$ cat config.mk
export PLATFORM = sky130hd
export DESIGN_NAME = nand_seq
export DESIGN_NICKNAME = d
export VERILOG_FILES = /design/src/rtl/nand_seq_pkg.sv /design/src/rtl/nand_sync.sv /design/src/rtl/nand_timer.sv /design/src/rtl/nand_seq.sv
export SDC_FILE = /design/constraint.sdc
export NUM_CORES = 1
export LEC_CHECK = 0
export BUFFER_PORTS_ARGS = -buffer_cell sky130_fd_sc_hd__buf_2
export CORE_MARGIN = 5
export CORE_UTILIZATION = 30
export CTS_CLUSTER_SIZE = 10
export DETAILED_ROUTE_END_ITERATION = 10
export GPL_TIMING_DRIVEN = 0
export PLACE_DENSITY = 0.55
export SLEW_MARGIN = 20
export SYNTH_ARGS = -nofsm -noshare
export SYNTH_HDL_FRONTEND = slang
export SYNTH_HIERARCHICAL = 1
export SYNTH_SLANG_ARGS = --single-unit
export TNS_END_PERCENT = 50
$ cat constraint.sdc
create_clock -name clk -period 2.15 [get_ports clk]
set_input_delay 0.1075 -clock clk [delete_from_list [all_inputs] [get_ports clk]]
set_output_delay 0.1075 -clock clk [all_outputs]
set_load 0.05 [all_outputs]
$ cat src/rtl/nand_seq_pkg.sv
// Shared types and helpers for the NAND command sequencer.
package nand_seq_pkg;

    // Phases in the order they run; numeric order is the run order.
    typedef enum logic [3:0] {
        PH_IDLE = 4'd0,
        PH_CMDA = 4'd1,
        PH_SPEC = 4'd2,
        PH_COLA = 4'd3,
        PH_ROWA = 4'd4,
        PH_CMDB = 4'd5,
        PH_WAIT = 4'd6,
        PH_DATA = 4'd7,
        PH_DONE = 4'd8
    } phase_e;

    // Parts of one byte cycle.
    typedef enum logic [1:0] {
        SB_SETUP = 2'd0,
        SB_LOW   = 2'd1,
        SB_HOLD  = 2'd2
    } sub_e;

    localparam logic [2:0] SEL_CTRL = 3'd0;
    localparam logic [2:0] SEL_COL  = 3'd1;
    localparam logic [2:0] SEL_ROW  = 3'd2;
    localparam logic [2:0] SEL_DATA = 3'd3;
    localparam logic [2:0] SEL_TIME = 3'd4;
    localparam logic [2:0] SEL_CFG  = 3'd5;

    localparam int B_GO   = 31;
    localparam int B_HOLD = 30;
    localparam int B_CMDA = 16;
    localparam int B_COLA = 17;
    localparam int B_ROWA = 18;
    localparam int B_CMDB = 19;
    localparam int B_RD   = 20;
    localparam int B_WR   = 21;
    localparam int B_SPEC = 24;

    // Whether a phase is selected by a control word.
    function automatic logic phase_on(phase_e p, logic [31:0] c);
        case (p)
            PH_CMDA: return c[B_CMDA];
            PH_SPEC: return c[B_SPEC];
            PH_COLA: return c[B_COLA] && !c[B_SPEC];
            PH_ROWA: return c[B_ROWA] && !c[B_SPEC];
            PH_CMDB: return c[B_CMDB];
            PH_WAIT: return c[B_CMDB];
            PH_DATA: return c[B_RD] ^ c[B_WR];
            PH_DONE: return 1'b1;
            default: return 1'b0;
        endcase
    endfunction

    // First selected phase after the given one.
    function automatic phase_e next_phase(phase_e cur, logic [31:0] c);
        phase_e r;
        r = PH_DONE;
        for (int i = 8; i >= 1; i--) begin
            if (i > int'(cur) && phase_on(phase_e'(4'(i)), c)) r = phase_e'(4'(i));
        end
        return r;
    endfunction

endpackage

$ cat src/rtl/nand_sync.sv
// Multi-flop synchronizer for an asynchronous level input.
// Assumes the input is a slow level; resets to the inactive-high value.
module nand_sync #(
    parameter int STAGES = 2
) (
    input  logic clk,
    input  logic rst_n,
    input  logic din,
    output logic dout
);
    logic [STAGES-1:0] chain;

    // Shift the input through the flop chain.
    always_ff @(posedge clk) begin
        if (!rst_n) chain <= '1;
        else        chain <= {chain[STAGES-2:0], din};
    end

    assign dout = chain[STAGES-1];
endmodule

$ cat src/rtl/nand_timer.sv
// Down counter that times one sub-phase.
// A load sets the remaining count; expired is high when it has reached zero.
module nand_timer #(
    parameter int W = 6
) (
    input  logic         clk,
    input  logic         rst_n,
    input  logic         load,
    input  logic [W-1:0] load_val,
    output logic         expired
);
    logic [W-1:0] cnt;

    // Load or count down towards zero.
    always_ff @(posedge clk) begin
        if (!rst_n)          cnt <= '0;
        else if (load)       cnt <= load_val;
        else if (cnt != '0)  cnt <= cnt - 1'b1;
    end

    assign expired = (cnt == '0);
endmodule

$ cat src/rtl/nand_seq.sv
// NAND flash command sequencer.
// Runs the phases a control word selects, in fixed order, on an 8-bit
// asynchronous NAND bus. Assumes software leaves the address, data and
// timing registers alone while busy.
module nand_seq
    import nand_seq_pkg::*;
#(
    parameter int TIME_W      = 6,
    parameter int SYNC_STAGES = 2
) (
    input  logic        clk,
    input  logic        rst_n,
    input  logic        reg_we,
    input  logic [2:0]  reg_sel,
    input  logic [31:0] reg_wdata,
    output logic [31:0] stat_rdata,
    output logic [31:0] data_rdata,
    output logic        nand_ce_n,
    output logic        nand_cle,
    output logic        nand_ale,
    output logic        nand_we_n,
    output logic        nand_re_n,
    output logic [7:0]  nand_dq_o,
    output logic        nand_dq_oe,
    input  logic [7:0]  nand_dq_i,
    input  logic        nand_rb_n
);
    localparam int F_WE = 0;
    localparam int F_RE = TIME_W;
    localparam int F_SU = 2 * TIME_W;
    localparam int F_HD = 3 * TIME_W;
    localparam int F_LW = 4 * TIME_W;

    logic [31:0] ctrl_q, col_q, row_q, data_q, time_q;
    logic [7:0]  cfg_q;
    logic        busy_q, err_q, ce_n_q, ready_s;
    phase_e      ph_q, ph_d, np;
    sub_e        sub_q, sub_d;
    logic [1:0]  bidx_q, bidx_d, last_idx;
    logic        t_load, t_done, cap, launch, rd_phase, drv_phase;
    logic [TIME_W-1:0] t_val;
    logic [7:0]  cur_byte;

    // Load value for a width field: a zero field behaves as one cycle.
    function automatic logic [TIME_W-1:0] ld(logic [TIME_W-1:0] f);
        return (f == '0) ? '0 : f - 1'b1;
    endfunction

    nand_sync #(.STAGES(SYNC_STAGES)) u_sync (
        .clk(clk), .rst_n(rst_n), .din(nand_rb_n), .dout(ready_s)
    );

    nand_timer #(.W(TIME_W)) u_timer (
        .clk(clk), .rst_n(rst_n), .load(t_load), .load_val(t_val), .expired(t_done)
    );

    assign launch = reg_we && (reg_sel == SEL_CTRL) && reg_wdata[B_GO] && !busy_q;

    // Per-phase byte count and byte value.
    always_comb begin
        last_idx = 2'd0;
        cur_byte = 8'h00;
        case (ph_q)
            PH_CMDA: cur_byte = ctrl_q[7:0];
            PH_COLA: begin last_idx = cfg_q[5:4]; cur_byte = col_q[{bidx_q, 3'b000} +: 8]; end
            PH_ROWA: begin last_idx = cfg_q[7:6]; cur_byte = row_q[{bidx_q, 3'b000} +: 8]; end
            PH_CMDB: cur_byte = ctrl_q[15:8];
            PH_DATA: begin last_idx = ctrl_q[29:28]; cur_byte = data_q[{bidx_q, 3'b000} +: 8]; end
            default: ;
        endcase
    end

    assign rd_phase  = (ph_q == PH_DATA) && ctrl_q[B_RD];
    assign drv_phase = (ph_q inside {PH_CMDA, PH_SPEC, PH_COLA, PH_ROWA, PH_CMDB})
                    || ((ph_q == PH_DATA) && !ctrl_q[B_RD]);
    assign np = next_phase(ph_q, ctrl_q);

    // Next phase, sub-phase, byte index and timer load.
    always_comb begin
        ph_d   = ph_q;
        sub_d  = sub_q;
        bidx_d = bidx_q;
        t_load = 1'b0;
        t_val  = '0;
        cap    = 1'b0;
        if (launch) begin
            ph_d   = next_phase(PH_IDLE, reg_wdata);
            sub_d  = SB_SETUP;
            bidx_d = 2'd0;
            t_load = 1'b1;
            t_val  = ld(time_q[F_SU +: TIME_W]);
        end else if (busy_q && ph_q == PH_DONE) begin
            ph_d = PH_IDLE;
        end else if (busy_q && t_done) begin
            if (ph_q == PH_WAIT || (sub_q == SB_HOLD && bidx_q == last_idx)) begin
                ph_d   = np;
                sub_d  = SB_SETUP;
                bidx_d = 2'd0;
                t_load = 1'b1;
                t_val  = (np == PH_WAIT) ? ld(time_q[F_LW +: TIME_W]) : ld(time_q[F_SU +: TIME_W]);
            end else begin
                t_load = 1'b1;
                case (sub_q)
                    SB_SETUP: begin
                        sub_d = SB_LOW;
                        t_val = rd_phase ? ld(time_q[F_RE +: TIME_W]) : ld(time_q[F_WE +: TIME_W]);
                    end
                    SB_LOW: begin
                        sub_d = SB_HOLD;
                        t_val = ld(time_q[F_HD +: TIME_W]);
                        cap   = rd_phase;
                    end
                    default: begin
                        sub_d  = SB_SETUP;
                        bidx_d = bidx_q + 2'd1;
                        t_val  = ld(time_q[F_SU +: TIME_W]);
                    end
                endcase
            end
        end
    end

    // Register file, launch, completion and read capture.
    always_ff @(posedge clk) begin
        if (!rst_n) begin
            ctrl_q <= '0; col_q <= '0; row_q <= '0; data_q <= '0;
            time_q <= '0; cfg_q <= '0;
            busy_q <= 1'b0; err_q <= 1'b0; ce_n_q <= 1'b1;
            ph_q <= PH_IDLE; sub_q <= SB_SETUP; bidx_q <= 2'd0;
        end else begin
            if (reg_we) begin
                case (reg_sel)
                    SEL_COL:  col_q  <= reg_wdata;
                    SEL_ROW:  row_q  <= reg_wdata;
                    SEL_DATA: data_q <= reg_wdata;
                    SEL_TIME: time_q <= reg_wdata;
                    SEL_CFG:  cfg_q  <= reg_wdata[7:0];
                    default: ;
                endcase
            end
            if (launch) begin
                ctrl_q <= reg_wdata;
                busy_q <= 1'b1;
                err_q  <= reg_wdata[B_RD] & reg_wdata[B_WR];
                ce_n_q <= 1'b0;
            end
            if (cap) data_q[{bidx_q, 3'b000} +: 8] <= nand_dq_i;
            if (busy_q && ph_q == PH_DONE) begin
                busy_q <= 1'b0;
                ce_n_q <= ~ctrl_q[B_HOLD];
            end
            ph_q   <= ph_d;
            sub_q  <= sub_d;
            bidx_q <= bidx_d;
        end
    end

    assign stat_rdata = {busy_q, ctrl_q[30:28], err_q, ready_s, ctrl_q[25:0]};
    assign data_rdata = data_q;
    assign nand_ce_n  = ce_n_q;
    assign nand_cle   = (ph_q == PH_CMDA) || (ph_q == PH_CMDB);
    assign nand_ale   = ph_q inside {PH_SPEC, PH_COLA, PH_ROWA};
    assign nand_we_n  = !((sub_q == SB_LOW) && drv_phase);
    assign nand_re_n  = !((sub_q == SB_LOW) && rd_phase);
    assign nand_dq_oe = drv_phase;
    assign nand_dq_o  = drv_phase ? cur_byte : 8'h00;
endmodule

==> results of run 1 <==
==> registers in the layout, summed over array words and instances, names as in the netlist, 2 cells and up <==
signal,cells
row_q,32
ctrl_q,29
bidx_q,2
ph_q,4
u_timer/cnt,6
cfg_q,4
data_rdata,32
u_sync/chain,2
col_q,32
sub_q,2
time_q,30
==> power breakdown <==
group | switching, mW | internal (mW)
sequential | 0.105 | 3.40
combinational | 0.769 | 0.461
clock | 1.49 | 2.08
==> metrics by stage <==
stage / hold WS (ns) / total power, mW / instance area [um^2]
final: 0.02645 / 8.310 / 13280
after floorplan: 0.1805 / 4.235 / 9808
after global placement: 0.2958 / 4.610 / 10910
after detailed placement: 0.2931 / 4.630 / 10910
after CTS: 0.01762 / 8.252 / 12690
after global routing: 0.01936 / 8.591 / 13280
==> cell families after synthesis <==
family | after synthesis | synth area share (%)
AOI/OAI and AO/OA | 340 | 25.33
xor gates and xnor gates | 12 | 1.084
adders and majority gates | 18 | 2.323
buffers and inverters | 122 | 5.149
DFF | 178 | 36.75
muxes | 30 | 4.181
and+or+nand+nor | 549 | 25.18
==> worst max-delay path: stages (launching register included) <==
cell	delay, ns
dfxtp_4	0.36
buf_6	0.11
and4b_2	0.26
clkbuf_16	0.19
clkbuf_16	0.17
a221oi_4	0.26
o21ai_2	0.12
a22o_1	0.28
nor2b_4	0.14
buf_6	0.14
==> cell type report <==
type                       count  area, um^2
buffer                        95       659.4
clock buffer                  17       425.4
clock inverter                14       225.2
fill                        3207       18440
inverter                      23       86.33
multi-input combinational    949        6417
sequential                   178        3603
tap                          402       503.0
timing repair buffer         182        1359
==> per-layer routing <==
metal	track usage [%]	part of all wire, %	vias to the layer above	wire length, um
met1	29.60	45	4973	18310
li1	-	-	4750	-
met3	4.477	6.9	73	2831
met4	5.871	2.8	0	1141
met5	0	0	-	0
met2	35.16	45	437	18540
==> cells in the mapped netlist, types with 4 or more instances <==
| master | n | share of area (%) |
|---|---|---|
| or3_1 | 6 | 0.39 |
| nand2_1 | 359 | 14 |
| buf_2 | 12 | 0.62 |
| nor2b_1 | 16 | 1.0 |
| nand2b_1 | 8 | 0.52 |
| mux4_2 | 8 | 1.9 |
| a22o_1 | 6 | 0.54 |
| mux2i_1 | 18 | 1.9 |
| o21a_1 | 33 | 2.6 |
| mux2_2 | 4 | 0.46 |
| and3_1 | 37 | 2.4 |
| dfxtp_1 | 178 | 37 |
| nor3_1 | 26 | 1.3 |
| nor4b_1 | 4 | 0.36 |
| xor2_1 | 4 | 0.36 |
| xnor2_1 | 8 | 0.72 |
| o31ai_1 | 4 | 0.31 |
| nand3_1 | 23 | 1.2 |
| ha_1 | 18 | 2.3 |
| inv_1 | 23 | 0.89 |
| nor3b_1 | 8 | 0.62 |
| and2_1 | 9 | 0.58 |
| clkbuf_1 | 79 | 3.1 |
| a21boi_0 | 130 | 10 |
| a21oi_1 | 57 | 2.9 |
| a221oi_1 | 38 | 3.4 |
| o32ai_1 | 4 | 0.36 |
| o211ai_1 | 7 | 0.54 |
| o21ai_0 | 30 | 1.5 |
| nor2_1 | 36 | 1.4 |
==> what timing repair did <==
item / 4_1_cts / 5_1_grt
hold endpoints to repair: 27 / 0
pin swaps: 28 / 31
hold buffers: 11 / 0
gates cloned: 5 / 3
setup buffers: 22 / 21
gates resized for setup: 181 / 91
setup endpoints to repair: 65 / 79
==> how the worst max path moves through the flow <==
stage	from	to	cells after the start
floorplan	ph_q[2]$_SDFFE_PN0P_	u_timer/cnt[3]$_SDFFE_PN0P_	11
global route	ph_q[3]$_SDFFE_PN0P_	nand_dq_o[0]	9
global placement	bidx_q[0]$_SDFFE_PP0P_	data_rdata[9]$_SDFF_PN0_	7
detailed placement	bidx_q[0]$_SDFFE_PP0P_	data_rdata[9]$_SDFF_PN0_	7
CTS	ph_q[2]$_SDFFE_PN0P_	u_timer/cnt[3]$_SDFFE_PN0P_	11
finish	ph_q[3]$_SDFFE_PN0P_	nand_dq_o[0]	9
==> impl_metrics.json, run 1 <==
{
  "antenna_found_initial": 0,
  "ys_seq_area_share_pct": 36.75,
  "r2r_cells": 10,
  "worst_r2r_endpoint": "u_timer/cnt[3]$_SDFFE_PN0P_",
  "p_leak_nw": 5.018,
  "antenna_left": 0,
  "dp.cells": 1771,
  "max_slew.worst_pin.slew_ns": 0.9516,
  "wl_mm": 40.82,
  "synth_edf_count": 0,
  "layout.cells.non_filler": 1860,
  "synth_area_mm2": 0.009696,
  "hold_viol_final": 0,
  "ys_seq_elements": 178,
  "insertion_delay_ns": 0.46,
  "crit_required_ns": 2.04,
  "status": "finished with violations",
  "ys_warn_count": 6,
  "cts_buffer_depth": 2,
  "min-delay-start": "reg_wdata[9]",
  "max_cap_violations": 0,
  "syn_inst": 1249,
  "async_flop_share_pct": 0,
  "setup_viol": 47,
  "start_kind": "flop",
  "drc": 0,
  "grt-ovfl-total": 0,
  "post-route-period-util_pct": 120.2,
  "arrival_ns": 2.48,
  "cp_max_fo": 8,
  "setup_tns_ns": -8.208,
  "synth_ff_type": "dfxtp_1",
  "clockRootBuffer": "clkbuf_16",
  "cts_sinks": 178,
  "syn_avg_cell_area_um2": 7.763,
  "die-area_mm2": 0.03601,
  "vias": 10230,
  "synthDistinctLibCells": 69,
  "die_h_um": 189.8,
  "grt_pass1_wl_mm": 59.84,
  "irDropWorstVdd_uv": 550.9,
  "drt-vias-per-instance": 5.502,
  "final_common_cell": "nand2_1",
  "worstHoldPathCells": 3,
  "period_minus_slack_ns": 2.585,
  "drive_gt1_share_pct": 26.34,
  "fin_nets": 1511,
  "die_x_um": 189.8,
  "rsz0062_at_grt": "yes",
  "first_pass_iters": 5,
  "grt_max_degree": 17,
  "r2r-start": "ph_q[2]$_SDFFE_PN0P_",
  "numCtsBuffers": 17,
  "start_util_pct": 30.57,
  "fin_util_pct": 41.87,
  "core_area_mm2": 0.03172,
  "layout_setup_ws_ns": -0.4353,
  "syn-num-nets": 1314,
  "h-tree-depth": 4,
  "fp-row-count": 65,
  "grt_use_total_pct": 21.73,
  "finClkSkew_ns": 0.01754,
  "mostFrequentLayoutCells": "nand2_1, dfxtp_1, a21boi_0",
  "cts_tree": "done",
  "clkTransAtPathRegs_ns": 0.07,
  "wl_per_cell_um": 21.95,
  "place_congestion": 0.9014,
  "io_buffers": 120,
  "critical_path_class": "reg2out",
  "dp_slack_ns": -0.9380,
  "num_antenna_cells": 0,
  "endpoint_kind": "primary output",
  "fmax_mhz": 386.8,
  "grt_pass1_vias": 9742,
  "dp_hpwl_mm": 29.20,
  "area_delta_synth_final_pct": 36.96,
  "r2r_slack_ns": -0.39,
  "holdPathEnd": "time_q[9]$_SDFFE_PN0P_",
  "max_slew_margin_pct": 36.56,
  "finalMaxSlewViolations": 0,
  "first_iter_violations": 779,
  "boundaryPins": 125,
  "hold_path_class": "in2reg",
  "violations": "negative setup slack",
  "power_density_mw_per_mm2": 625.8
}
Note: power is estimated with default switching activity, not from simulation.
==> run 2: changes to the inputs <==
--- a/config.mk
+++ b/config.mk
@@ -7,11 +7,12 @@
 export LEC_CHECK = 0
 export BUFFER_PORTS_ARGS = -buffer_cell sky130_fd_sc_hd__buf_2
 export CORE_MARGIN = 5
-export CORE_UTILIZATION = 30
+export CORE_UTILIZATION = 25
 export CTS_CLUSTER_SIZE = 10
 export DETAILED_ROUTE_END_ITERATION = 10
 export GPL_TIMING_DRIVEN = 0
-export PLACE_DENSITY = 0.55
+export PLACE_DENSITY = 0.48
+export SKIP_LAST_GASP = 1
 export SLEW_MARGIN = 20
 export SYNTH_ARGS = -nofsm -noshare
 export SYNTH_HDL_FRONTEND = slang
==> run 2 against run 1 <==
Net effect:
- the run still ends with negative setup slack left
- global-route usage fell by 2.2 points
- via count fell by 1.1%
- register-to-register slack barely moved
- sequential cell count did not move
- count of clock-buffer cells in the layout did not move
- non-clock buffer count fell by 8
- highest routed layer unchanged
==> impl_metrics.json, run 2 (synthesis results as in run 1) <==
{
  "r2r-start": "ph_q[2]$_SDFFE_PN0P_",
  "drive_gt1_share_pct": 25.48,
  "h-tree-depth": 4,
  "r2r_cells": 11,
  "final_common_cell": "nand2_1",
  "num_antenna_cells": 0,
  "layout_setup_ws_ns": -0.4148,
  "irDropWorstVdd_uv": 493.8,
  "io_buffers": 120,
  "finalMaxSlewViolations": 0,
  "cts_buffer_depth": 2,
  "area_delta_synth_final_pct": 36.13,
  "start_util_pct": 25.20,
  "dp_hpwl_mm": 30.93,
  "rsz0062_at_grt": "yes",
  "r2r_slack_ns": -0.39,
  "hold_path_class": "in2reg",
  "violations": "negative setup slack",
  "critical_path_class": "reg2out",
  "antenna_found_initial": 1,
  "finClkSkew_ns": 0.01355,
  "die_x_um": 206.9,
  "vias": 10120,
  "start_kind": "flop",
  "first_pass_iters": 5,
  "cp_max_fo": 9,
  "boundaryPins": 125,
  "grt-ovfl-total": 0,
  "wl_per_cell_um": 21.79,
  "grt_max_degree": 19,
  "grt_pass1_vias": 9536,
  "clkTransAtPathRegs_ns": 0.08,
  "setup_viol": 45,
  "fin_nets": 1504,
  "drc": 0,
  "place_congestion": 0.9120,
  "period_minus_slack_ns": 2.565,
  "max_slew.worst_pin.slew_ns": 0.9411,
  "grt_pass1_wl_mm": 62.07,
  "hold_viol_final": 0,
  "insertion_delay_ns": 0.45,
  "post-route-period-util_pct": 119.3,
  "holdPathEnd": "col_q[11]$_SDFFE_PN0P_",
  "die_h_um": 206.9,
  "grt_use_total_pct": 19.54,
  "max_slew_margin_pct": 37.26,
  "worst_r2r_endpoint": "u_timer/cnt[4]$_SDFFE_PN0P_",
  "mostFrequentLayoutCells": "nand2_1, dfxtp_1, a21boi_0",
  "core_area_mm2": 0.03847,
  "endpoint_kind": "primary output",
  "dp_slack_ns": -0.9352,
  "numCtsBuffers": 17,
  "min-delay-start": "reg_wdata[11]",
  "setup_tns_ns": -8.373,
  "cts_tree": "done",
  "drt-vias-per-instance": 5.137,
  "wl_mm": 42.93,
  "dp.cells": 1887,
  "cts_sinks": 178,
  "first_iter_violations": 652,
  "power_density_mw_per_mm2": 595.6,
  "crit_required_ns": 2.04,
  "status": "finished with violations",
  "p_leak_nw": 4.890,
  "fmax_mhz": 389.9,
  "fin_util_pct": 34.31,
  "total_power_mw": 7.861,
  "die-area_mm2": 0.04282,
  "clockRootBuffer": "clkbuf_16",
  "worstHoldPathCells": 3,
  "arrival_ns": 2.46,
  "max_cap_violations": 0,
  "antenna_left": 0,
  "layout.cells.non_filler": 1970,
  "fp-row-count": 72
}
## run 2: cell count changes in the layout (fill, tap and decap cells not counted), moves of 5 or more
cell,change
a21oi_1,+8
and3_4,+5
and3_1,-5
bufinv_16,-5
buf_4,-6
a21oi_2,-8
## run 2: worst max-delay path by stage
stage / endpoint / from / slack [ns] / cells past startpoint
6_report: nand_dq_o[5] / ph_q[2]$_SDFFE_PN0P_ / -0.41 / 9
5_1_grt: u_timer/cnt[2]$_SDFFE_PN0P_ / ph_q[3]$_SDFFE_PN0P_ / -0.51 / 12
4_1_cts: u_timer/cnt[3]$_SDFFE_PN0P_ / ph_q[3]$_SDFFE_PN0P_ / -0.40 / 13
3_5_place_dp: data_rdata[11]$_SDFF_PN0_ / bidx_q[0]$_SDFFE_PP0P_ / -0.94 / 7
3_3_place_gp: data_rdata[11]$_SDFF_PN0_ / bidx_q[0]$_SDFFE_PP0P_ / -0.95 / 7
2_1_floorplan: u_timer/cnt[3]$_SDFFE_PN0P_ / ph_q[2]$_SDFFE_PN0P_ / -0.11 / 11
## run 2: critical path, cell delays in order, from the launching register on
cell and delay [ns]:
dfxtp_2 0.34, buf_6 0.13, and4b_2 0.29, clkbuf_16 0.19, clkbuf_16 0.17, a221oi_4 0.27
nor2_2 0.08, a221oi_2 0.32, nor2_4 0.06, buf_8 0.15
## run 2: power breakdown
| group | internal, mW | switching (mW) | leakage, nW |
|---|---|---|---|
| Sequential | 3.40 | 0.107 | 1.45 |
| Combinational | 0.435 | 0.758 | 3.16 |
| Clock | 1.54 | 1.62 | 0.278 |
| Total | 5.38 | 2.48 | 4.89 |
## run 2: metrics by stage
stage | area (um^2) | hold WS, ns
after detailed placement | 11060 | 0.3100
after CTS | 12710 | 0.01054
final | 13200 | 0.02961
after global routing | 13200 | 0.01519
after floorplan | 9808 | 0.1805
after global placement | 11060 | 0.2962
## run 2: layout make-up
class                   instances  area [um^2]
plain buffers                  97        659.4
clock buffers                  17        425.4
inverters                      23        86.33
flip-flops and latches        178         3597
well taps                     518        648.1
multi-input cells             950         6440
fillers                      3999        25270
repair buffers                172         1199
clock inverters                15        143.9
## run 2: routing by layer
layer | track usage, % | vias to the layer above | share of wire (%) | wire length (um)
met1 | 27.81 | 4908 | 45 | 19440
li1 | - | 4762 | - | -
met3 | 3.656 | 64 | 7.2 | 3087
met2 | 30.21 | 386 | 45 | 19350
met5 | 0 | - | 0 | 0
met4 | 5.737 | 0 | 2.4 | 1049
## run 2: timing repair
action | 4_1_cts | 5_1_grt
setup buffers | 21 | 11
hold buffers | 11 | 0
cloned | 7 | 3
hold endpoints to repair | 20 | 0
gates resized for setup | 181 | 83
setup endpoints to repair | 79 | 82
pin swaps | 22 | 33
